[src/rtl/ir_rx_pkg.sv]
`timescale 1ns/1ps
package ir_rx_pkg;
    parameter int unsigned ADDR_W      = 6;
    parameter int unsigned REG_W       = 32;
    parameter int unsigned BYTE_W      = 8;
    parameter int unsigned LVL_W       = 4;
    parameter int unsigned CNT_FIELD_W = 6;

    localparam logic [ADDR_W-1:0] A_CTRL   = 6'h00;
    localparam logic [ADDR_W-1:0] A_RXCFG  = 6'h10;
    localparam logic [ADDR_W-1:0] A_DATA   = 6'h20;
    localparam logic [ADDR_W-1:0] A_IEN    = 6'h2C;
    localparam logic [ADDR_W-1:0] A_STAT   = 6'h30;
    localparam logic [ADDR_W-1:0] A_SMPCFG = 6'h34;

    // flag vector order inside the block: [0] overflow, [1] packet end, [2] available
    localparam int unsigned F_OVF = 0;
    localparam int unsigned F_PKT = 1;
    localparam int unsigned F_AVL = 2;

    typedef enum logic [1:0] {
        S_OFF  = 2'd0,
        S_HOLD = 2'd1,
        S_RUN  = 2'd2
    } rx_state_e;
endpackage

[src/rtl/ir_rx_fifo.sv]
`timescale 1ns/1ps
module ir_rx_fifo #(
    parameter int unsigned DEPTH = 16,
    parameter int unsigned W     = 8,
    localparam int unsigned PTR_W = (DEPTH > 1) ? $clog2(DEPTH) : 1,
    localparam int unsigned CNT_W = $clog2(DEPTH + 1)
) (
    input  logic             clk,
    input  logic             rst_n,
    input  logic             flush_i,
    input  logic             push_i,
    input  logic             pop_i,
    input  logic [W-1:0]     din_i,
    output logic [W-1:0]     dout_o,
    output logic [CNT_W-1:0] count_o,
    output logic             drop_o
);
    logic [W-1:0]     mem [DEPTH];
    logic [PTR_W-1:0] rd_ptr_q, wr_ptr_q;
    logic [CNT_W-1:0] count_q;
    logic             full, pop_ok, push_ok;

    function automatic logic [PTR_W-1:0] step(input logic [PTR_W-1:0] p);
        return (p == PTR_W'(DEPTH - 1)) ? '0 : p + 1'b1;
    endfunction

    assign full    = (count_q == CNT_W'(DEPTH));
    assign pop_ok  = pop_i && (count_q != '0) && !flush_i;
    assign push_ok = push_i && !flush_i && (!full || pop_ok);
    assign drop_o  = push_i && !flush_i && full && !pop_ok;
    assign dout_o  = mem[rd_ptr_q];
    assign count_o = count_q;

    always_ff @(posedge clk) begin
        if (push_ok) mem[wr_ptr_q] <= din_i;
    end

    always_ff @(posedge clk or negedge rst_n) begin
        if (!rst_n) begin
            rd_ptr_q <= '0;
            wr_ptr_q <= '0;
            count_q  <= '0;
        end else if (flush_i) begin
            rd_ptr_q <= '0;
            wr_ptr_q <= '0;
            count_q  <= '0;
        end else begin
            if (pop_ok)  rd_ptr_q <= step(rd_ptr_q);
            if (push_ok) wr_ptr_q <= step(wr_ptr_q);
            if (push_ok && !pop_ok)      count_q <= count_q + 1'b1;
            else if (pop_ok && !push_ok) count_q <= count_q - 1'b1;
        end
    end


    count_bound_chk: assert property (@(posedge clk) disable iff (!rst_n)
        count_q <= CNT_W'(DEPTH));

    pop_step_chk: assert property (@(posedge clk) disable iff (!rst_n)
        (pop_i && count_q != '0 && !push_i && !flush_i) |=> (count_q == $past(count_q) - 1'b1));

    drop_hold_chk: assert property (@(posedge clk) disable iff (!rst_n)
        drop_o |=> (count_q == $past(count_q)));
endmodule

[src/rtl/ir_rx_flags.sv]
`timescale 1ns/1ps
module ir_rx_flags #(
    parameter int unsigned CNT_W = 5,
    parameter int unsigned LVL_W = 4
) (
    input  logic             clk,
    input  logic             rst_n,
    input  logic             drop_i,
    input  logic             pkt_i,
    input  logic [CNT_W-1:0] count_i,
    input  logic [LVL_W-1:0] level_i,
    input  logic [2:0]       ena_i,
    input  logic [2:0]       clr_i,
    output logic [2:0]       flags_o,
    output logic             irq_o
);
    import ir_rx_pkg::*;

    logic [2:0] flags_q, set_v;
    logic       above;

    assign above = int'(count_i) > int'(level_i);

    always_comb begin
        set_v        = '0;
        set_v[F_OVF] = drop_i;
        set_v[F_PKT] = pkt_i;
        set_v[F_AVL] = above;
    end

    always_ff @(posedge clk or negedge rst_n) begin
        if (!rst_n) flags_q <= '0;
        else        flags_q <= set_v | (flags_q & ~clr_i);
    end

    assign flags_o = flags_q;
    assign irq_o   = |(flags_q & ena_i);


    avail_set_chk: assert property (@(posedge clk) disable iff (!rst_n)
        above |=> flags_q[F_AVL]);

    ovf_cause_chk: assert property (@(posedge clk) disable iff (!rst_n)
        $rose(flags_q[F_OVF]) |-> $past(drop_i));

    irq_quiet_chk: assert property (@(posedge clk) disable iff (!rst_n)
        (ena_i == 3'b000) |-> !irq_o);
endmodule

[src/rtl/ir_rx_buffer.sv]
`timescale 1ns/1ps
module ir_rx_buffer #(
    parameter int unsigned DEPTH = 16,
    localparam int unsigned CNT_W = $clog2(DEPTH + 1)
) (
    input  logic        clk,
    input  logic        rst_n,
    input  logic        reg_wr,
    input  logic        reg_rd,
    input  logic [5:0]  reg_addr,
    input  logic [31:0] reg_wdata,
    output logic [31:0] reg_rdata,
    input  logic        smp_valid,
    input  logic [7:0]  smp_byte,
    input  logic        smp_pkt_end,
    output logic [31:0] cfg_rx,
    output logic [31:0] cfg_sample,
    output logic        irq
);
    import ir_rx_pkg::*;

    rx_state_e        state_q, state_d;
    logic             gen_q;
    logic [1:0]       mode_q;
    logic [2:0]       ien_q;
    logic [LVL_W-1:0] lvl_q;
    logic [REG_W-1:0] rxcfg_q, smpcfg_q;
    logic             accept, flush;
    logic             wr_ctrl, wr_stat, pop_req;
    logic [2:0]       clr, flags;
    logic [BYTE_W-1:0] head;
    logic [CNT_W-1:0] count;
    logic             drop;

    assign wr_ctrl = reg_wr && (reg_addr == A_CTRL);
    assign wr_stat = reg_wr && (reg_addr == A_STAT);
    assign pop_req = reg_rd && (reg_addr == A_DATA);
    assign clr     = {reg_wdata[4], reg_wdata[1], reg_wdata[0]} & {3{wr_stat}};

    // state register
    always_ff @(posedge clk or negedge rst_n) begin
        if (!rst_n) state_q <= S_OFF;
        else        state_q <= state_d;
    end

    // transitions: only a control write moves the machine
    always_comb begin
        state_d = state_q;
        unique case (state_q)
            S_OFF: begin
                if (wr_ctrl && reg_wdata[1]) state_d = reg_wdata[0] ? S_RUN : S_HOLD;
            end
            S_HOLD: begin
                if (wr_ctrl) state_d = !reg_wdata[1] ? S_OFF : (reg_wdata[0] ? S_RUN : S_HOLD);
            end
            S_RUN: begin
                if (wr_ctrl) state_d = !reg_wdata[1] ? S_OFF : (reg_wdata[0] ? S_RUN : S_HOLD);
            end
            default: state_d = S_OFF;
        endcase
    end

    // state outputs
    always_comb begin
        accept = 1'b0;
        flush  = 1'b0;
        unique case (state_q)
            S_OFF:   flush  = 1'b1;
            S_HOLD:  ;
            S_RUN:   accept = 1'b1;
            default: flush  = 1'b1;
        endcase
    end

    always_ff @(posedge clk or negedge rst_n) begin
        if (!rst_n) begin
            gen_q    <= 1'b0;
            mode_q   <= '0;
            ien_q    <= '0;
            lvl_q    <= '0;
            rxcfg_q  <= '0;
            smpcfg_q <= '0;
        end else if (reg_wr) begin
            unique case (reg_addr)
                A_CTRL: begin
                    gen_q  <= reg_wdata[0];
                    mode_q <= reg_wdata[5:4];
                end
                A_IEN: begin
                    ien_q <= {reg_wdata[4], reg_wdata[1], reg_wdata[0]};
                    lvl_q <= reg_wdata[8 +: LVL_W];
                end
                A_RXCFG:  rxcfg_q  <= reg_wdata;
                A_SMPCFG: smpcfg_q <= reg_wdata;
                default: ;
            endcase
        end
    end

    ir_rx_fifo #(.DEPTH(DEPTH), .W(BYTE_W)) u_fifo (
        .clk     (clk),
        .rst_n   (rst_n),
        .flush_i (flush),
        .push_i  (smp_valid && accept),
        .pop_i   (pop_req),
        .din_i   (smp_byte),
        .dout_o  (head),
        .count_o (count),
        .drop_o  (drop)
    );

    ir_rx_flags #(.CNT_W(CNT_W), .LVL_W(LVL_W)) u_flags (
        .clk     (clk),
        .rst_n   (rst_n),
        .drop_i  (drop),
        .pkt_i   (smp_pkt_end && accept),
        .count_i (count),
        .level_i (lvl_q),
        .ena_i   (ien_q),
        .clr_i   (clr),
        .flags_o (flags),
        .irq_o   (irq)
    );

    always_comb begin
        reg_rdata = '0;
        case (reg_addr)
            A_CTRL: begin
                reg_rdata[0]   = gen_q;
                reg_rdata[1]   = (state_q != S_OFF);
                reg_rdata[5:4] = mode_q;
            end
            A_RXCFG:  reg_rdata = rxcfg_q;
            A_DATA:   if (count != '0) reg_rdata[BYTE_W-1:0] = head;
            A_IEN: begin
                reg_rdata[0]            = ien_q[F_OVF];
                reg_rdata[1]            = ien_q[F_PKT];
                reg_rdata[4]            = ien_q[F_AVL];
                reg_rdata[8 +: LVL_W]   = lvl_q;
            end
            A_STAT: begin
                reg_rdata[0]                = flags[F_OVF];
                reg_rdata[1]                = flags[F_PKT];
                reg_rdata[4]                = flags[F_AVL];
                reg_rdata[8 +: CNT_FIELD_W] = CNT_FIELD_W'(count);
            end
            A_SMPCFG: reg_rdata = smpcfg_q;
            default:  reg_rdata = '0;
        endcase
    end

    assign cfg_rx     = rxcfg_q;
    assign cfg_sample = smpcfg_q;


    off_empty_chk: assert property (@(posedge clk) disable iff (!rst_n)
        (state_q == S_OFF) |=> (count == '0));

    hold_no_grow_chk: assert property (@(posedge clk) disable iff (!rst_n)
        (state_q == S_HOLD) |=> (count <= $past(count)));
endmodule

[config.mk]
export PLATFORM = sky130hd
export DESIGN_NAME = ir_rx_buffer
export DESIGN_NICKNAME = d
export VERILOG_FILES = /design/src/rtl/ir_rx_pkg.sv /design/src/rtl/ir_rx_fifo.sv /design/src/rtl/ir_rx_flags.sv /design/src/rtl/ir_rx_buffer.sv
export SDC_FILE = /design/constraint.sdc
export NUM_CORES = 1
export LEC_CHECK = 0
export BUFFER_PORTS_ARGS = -buffer_cell sky130_fd_sc_hd__buf_2
export CAP_MARGIN = 15
export CORE_UTILIZATION = 55
export DETAILED_ROUTE_END_ITERATION = 8
export PLACE_DENSITY = 0.8
export SLEW_MARGIN = 15
export SYNTH_ARGS = -nofsm -noshare
export SYNTH_HDL_FRONTEND = slang
export SYNTH_SLANG_ARGS = --single-unit
export TNS_END_PERCENT = 100
[constraint.sdc]
create_clock -name clk -period 5.1 [get_ports clk]
set_input_delay 0.51 -clock clk [delete_from_list [all_inputs] [get_ports clk]]
set_output_delay 0.51 -clock clk [all_outputs]
set_load 0.005 [all_outputs]
# Word level (Yosys, flattened, before mapping)
# Memory sizes are Yosys's and may differ from the RTL's.
# Index checks and enable logic that the tools add are counted.
[op_classes]
add_sub_neg = 4
order_cmp = 1
eq_ne = 15
mux = 26
bitwise = 5
n_reduce_logical = 29
[ops]
columns = ["operator", "n"]
rows = [
  ["case mux 18 bit (2 select lines)", 1],
  ["== test 6 bit (second input constant)", 4],
  ["2-to-1 mux 4 bit", 6],
  ["case mux 2 bit (3 select lines)", 3],
  ["case mux 4 bit (4 select lines)", 1],
  ["2-to-1 mux 5 bit", 3],
  ["logical AND 1 bit", 14],
  ["case mux 2 bit (6 select lines)", 1],
  ["AND reduction 2 bit", 5],
  ["AND 3 bit", 3],
  ["adder 4 x 1 -> 4 bit (second input constant)", 2],
  ["== test 4 bit (second input constant)", 2],
  ["2-to-1 mux 2 bit", 4],
  ["2-to-1 mux 8 bit", 1],
  ["== test 6 x 5 -> 1 bit (second input constant)", 1],
  ["zero test 6 bit", 1],
  ["!= test 2 x 1 -> 1 bit (second input constant)", 3],
  ["case mux 1 bit (6 select lines)", 1],
  ["adder 5 x 1 -> 5 bit (second input constant)", 1],
  ["== test 5 bit (second input constant)", 1],
  ["> comparator 5 x 4 -> 1 bit", 1],
  ["nonzero test 5 bit", 1],
  ["subtractor 5 x 1 -> 5 bit (second input constant)", 1],
  ["case mux 1 bit (4 select lines)", 1],
  ["other kinds (14)", 18],
]
[totals]
register_bits = 92
ram_bits = 128
input_bits = 52
output_inout_bits = 97
word_cells = 92
mem_count = 1
[mem_list]
columns = ["memory", "depth", "width", "rd", "rd_clocked_by_memory_dff", "write_ports", "line_no", "rtl"]
rows = [
  ["u_fifo.mem", 16, 8, 1, 0, 1, "ir_rx_fifo.sv:18", "logic [W-1:0] mem [DEPTH];"],
]

# Depth between registers and ports, before layout
[logic_depth]
ltp_word = 11
depth_mapped = 13
ltp_nobuf = 11

# Modules after synthesis
# A second synthesis with hierarchy kept.
[unflattened]
hier_cells = 636
hier_area_um2 = 9651.8
[modules_own_cells]
columns = ["module", "instances", "cells_per_inst", "area_each_um2", "seq_area_each_um2"]
rows = [
  ["ir_rx_fifo", 1, 352, 5885.6, 4169.0],
  ["ir_rx_buffer", 1, 260, 3532.1, 1901.8],
  ["ir_rx_flags", 1, 24, 234.0, 75.1],
]

# Least setup slack after synthesis
# OpenSTA, ideal clock, no wires.
[synth_path]
path_kind = "register to register"
start = "reg u_fifo.count_q[0] (netlist: u_fifo.count_o[0])"
end = "reg u_fifo.count_q[4] (netlist: u_fifo.count_o[4])"
setup_ns = 0.124
t_arrival_ns = 2.893
t_required_ns = 4.976
path_slack_ns = 2.083
stages_incl_launch_ff = 11
path_buffers = 0
period_less_slack_ns = 3.017
cell_sequence = "dfrtp_1 > or4_4 > o2111a_1 > nand2_1 > nand2_1 > fa_1 > a21o_1 > a21oi_1 > nand3_1 > and3_1 > o31a_1"
[synth_between]
elab_chain_cells = 8
word_cells_on_any_way = 17
classes_between = "add/sub (2); eq/ne (2); mux (3); reduce/logical (10)"
[synth_lines]
columns = ["item", "line_no", "rtl"]
rows = [
  ["start, declared", "ir_rx_fifo.sv:20", "logic [CNT_W-1:0] count_q;"],
  ["start signal, assigned", "ir_rx_fifo.sv:50", "if (push_ok && !pop_ok) count_q <= count_q + 1'b1;"],
  ["start signal, assigned", "ir_rx_fifo.sv:51", "else if (pop_ok && !push_ok) count_q <= count_q - 1'b1;"],
  ["parallel branches: the longest is 8 deep, another holds subtractor 5 x 1 -> 5 bit", "n/a", ""],
]
# Several ways; the timed one is not identified. The select of a mux whose other input is x is not followed.
# A chain may end at the register's enable or synchronous reset.

# Worst setup path in the final report
[layout_path]
start = "reg state_q[0]"
end = "reg u_fifo.count_q[4] (netlist: u_fifo.count_o[4])"
[layout_between]
elab_chain_cells = 8
word_cells_on_any_way = 16
classes_between = "eq/ne (3); mux (3); reduce/logical (10)"
[layout_lines]
columns = ["item", "line_no", "rtl"]
rows = [
  ["start, declared", "ir_rx_buffer.sv:22", "rx_state_e state_q, state_d;"],
  ["start signal, assigned", "ir_rx_buffer.sv:43", "else state_q <= state_d;"],
  ["== test 2 bit / == test 2 x 1 -> 1 bit (equally long branches)", "ir_rx_buffer.sv:67", "unique case (state_q)"],
  ["2-to-1 mux 1 bit / OR reduction 2 bit (equally long branches)", "n/a", ""],
  ["logical AND 1 bit, on equally long branches", "ir_rx_buffer.sv:104, ir_rx_fifo.sv:28", ""],
  ["logical AND 1 bit / logical OR 1 bit (equally long branches)", "ir_rx_fifo.sv:29", "assign push_ok = push_i && !flush_i && (!full || pop_ok);"],
  ["logical AND 1 bit", "ir_rx_fifo.sv:29", ""],
  ["zero test 1 bit / logical AND 1 bit (equally long branches)", "ir_rx_fifo.sv:51, ir_rx_fifo.sv:50", ""],
  ["logical AND 1 bit / 2-to-1 mux 5 bit (equally long branches)", "ir_rx_fifo.sv:51, ir_rx_fifo.sv:50", ""],
  ["!= test 3 x 1 -> 1 bit (no source line) / 2-to-1 mux 5 bit (equally long branches)", "n/a", ""],
]
# Several ways; a longest one is shown, not always the timed one.

==> results_dict.tcl <==
set metrics [dict create \
    relSlewSlack 0.248 \
    synth_warnings 0 \
    synth_cell_types 53 \
    synth-async-reset-ratio 0.418 \
    ctsHoldBuffers 0 \
    clk_pin_slew_ns 0.06 \
    max-vdd-ir-drop_v 0.000244 \
    drt_iter0_markers 648 \
    dr_total_vias 6033 \
    grt_setup_unrepaired "no" \
    core_um2 16800 \
    synth_ff_type "edfxtp_1" \
    hp-class "in2async" \
    grt_overflow 0 \
    fp.dieH_um 134 \
    status "finished, final reports clean" \
    path_cells "inv_1, ha_1, a311oi_4, nor2_2, nand2_1, fa_1, a21o_1, a21oi_1, nand3_1, and3_1, o31a_1" \
    via_per_inst 6.16 \
    skew_ns 0.0138 \
    nets 811 \
    cp_slowest_stage_delay_ns 0.74 \
    setup.worst_path.start_class "flop" \
    placed_cells_incl_taps 936 \
    crit_end "u_fifo.count_o[4]" \
    synth_seq_cells 220 \
    wl_per_cell_um 22.9 \
    critPathKind "reg2reg" \
    leakage_uw 0.00476 \
    postCtsSetupRepairBufs 0 \
    grt_pass1_vias 6055 \
    drt_pass1_iterations 7 \
    cp.required_ns 5.49 \
    cts_made_buffers 24 \
    tns_ns 0 \
    timing.final.crit_share 0.735 \
    hold_ws_ns 0.0108 \
    fmax_mhz 267 \
    cpMaxStageDelayCell "ha_1" \
    tightest_slew_ns 1.13 \
    muxShareOfSynthArea 0.190 \
    synth_simple_gate_area_share 0.0559 \
    power_density_nw_per_um2 401 \
    cts_resized 0 \
    synth_cells 591 \
    port_buffers 148 \
    layout_commonest_cell "buf_2" \
    syn_area_per_cell_um2 16.2 \
    reg2reg_slack_ns 1.35 \
    dp_hpwl_um 15200 \
    cp-end-kind "flop" \
    routed_wl_um 22500 \
    worstSetupStartpoint "state_q[0]" \
    cts.sinks 220 \
    instances_no_fill 979 \
    fp.dieW_um 134 \
    synth-compound-area-share 0.0640 \
    clockBufferDepth 3 \
    initial_utilization 0.570 \
    clockRootBuffer "clkbuf_16" \
    synth_edf_count 128 \
    crit_fanout 21 \
    hold_violations 0 \
    setup_violations 0 \
    antenna_found_initial 1 \
    min_period_ns 3.75 \
    syn_nets 660 \
    maxCapViolations 0 \
    boundaryPins 149 \
    layout-drive-gt1-share 0.423 \
    htreeDepth 1 \
    r2r_cells 11 \
    seq_area_frac_synth 0.643 \
    grt_pass1_wl_um 34400 \
    area_growth_pct 18.6 \
    synth_top_family_by_area "multiplexers" \
    antenna_left 0 \
    syn-cell-area_um2 9560 \
    drc 0 \
    synth_xor_area_frac 0.00183 \
    rows 47 \
    clk_latency_ns 0.51 \
    grt_max_degree 48 \
    globalRouteTotalUtil 0.255 \
    cts_tree "built" \
    synthAdderAreaFrac 0.0230 \
    reg2reg_from "state_q[0]" \
    most-common-layout-cells "147 x buf_2, 128 x edfxtp_1, 91 x dfrtp_1" \
    finalMaxSlewViolations 0 \
    gp_congestion 0.899 \
    dieArea_um2 17900 \
    r2r-end "u_fifo.count_o[4]" \
    cp_data_arrival_time_ns 4.14 \
]
area by class of cell:
type / instances / area [um2]
inverter: 15 / 56.3
timing repair buffer: 159 / 826
clock buffer: 29 / 649
antenna: 1 / 2.50
tap: 220 / 275
multi-input combinational: 322 / 3210
clock inverter: 13 / 163
sequential: 220 / 6150
fill: 1072 / 5430
through the flow:
stage / setup slack, ns / utilization / area, um2 / power [uW]
2_1_floorplan: 2.08 / - / 9560 / 2560
3_3_place_gp: 1.67 / 0.627 / 10500 / 2770
3_5_place_dp: 1.48 / 0.627 / 10500 / 2820
4_1_cts: 1.34 / 0.676 / 11300 / 4560
5_1_grt: 1.09 / 0.676 / 11300 / 4710
6_report: 1.35 / 0.676 / 11300 / 4540
synthesized netlist by cell type, types with 9 or more instances:
cell      number  area share
o21ai_0        9      0.0047
nand2_1       31       0.012
a222oi_1      10       0.010
dfrtp_1       92        0.24
mux2_2        82       0.097
clkbuf_1      18      0.0071
mux4_2        32       0.075
and3_1        12      0.0079
a21oi_1       11      0.0058
edfxtp_1     128        0.40
inv_1         15      0.0059
a22o_1        21       0.019
a22oi_1       11      0.0086
mux2i_1       16       0.017
nor2_1         9      0.0035
ha_1          16       0.021
power breakdown:
group          internal, uW  switching (uW)  total (uW)
sequential             2010             118        2130
clock                  1060             674        1740
combinational           308             368         676
cell families (layout without fill, tap and decap cells):
group	Yosys count	in the layout
simple gates	95	95
flops	220	220
mux	131	131
xor+xnor	2	2
fa+ha+maj	17	17
buf+inv	49	216
other cells	0	1
compound gates	77	77
flip-flops by register name (all words and copies together), names as in the netlist:
name / cells
cfg_rx: 32
cfg_sample: 32
gen_q: 1
ien_q: 3
lvl_q: 4
mode_q: 2
state_q: 2
u_fifo.count_o: 5
u_fifo.mem: 128
u_fifo.rd_ptr_q: 4
u_fifo.wr_ptr_q: 4
u_flags.flags_o: 3
layer usage:
| metal | vias to the layer above | global-route usage | wire length [um] | share of wire |
|---|---|---|---|---|
| met5 | - | 0 | 0 | 0 |
| met4 | 0 | 0.110 | 758 | 0.034 |
| met3 | 56 | 0.0363 | 1640 | 0.073 |
| met2 | 307 | 0.428 | 11200 | 0.50 |
| met1 | 3043 | 0.334 | 8850 | 0.39 |
| li1 | 2627 | - | - | - |
worst min-delay path by stage:
| stage | endpoint |
|---|---|
| after floorplan | cfg_rx[0] |
| final | cfg_sample[18] |
| after global placement | mode_q[0] |
| after global routing | cfg_sample[18] |
| after CTS | cfg_sample[18] |
| after detailed placement | mode_q[1] |
worst max-delay path: cells and delay by family, from the launching register on:
family          cells  cell delay (ns)
compound gates      4             1.01
fa+ha+maj           2             1.19
buf+inv             1             0.08
flops               1             0.39
simple gates        4             0.96
No activity file was read; power rests on OpenSTA's default activity.
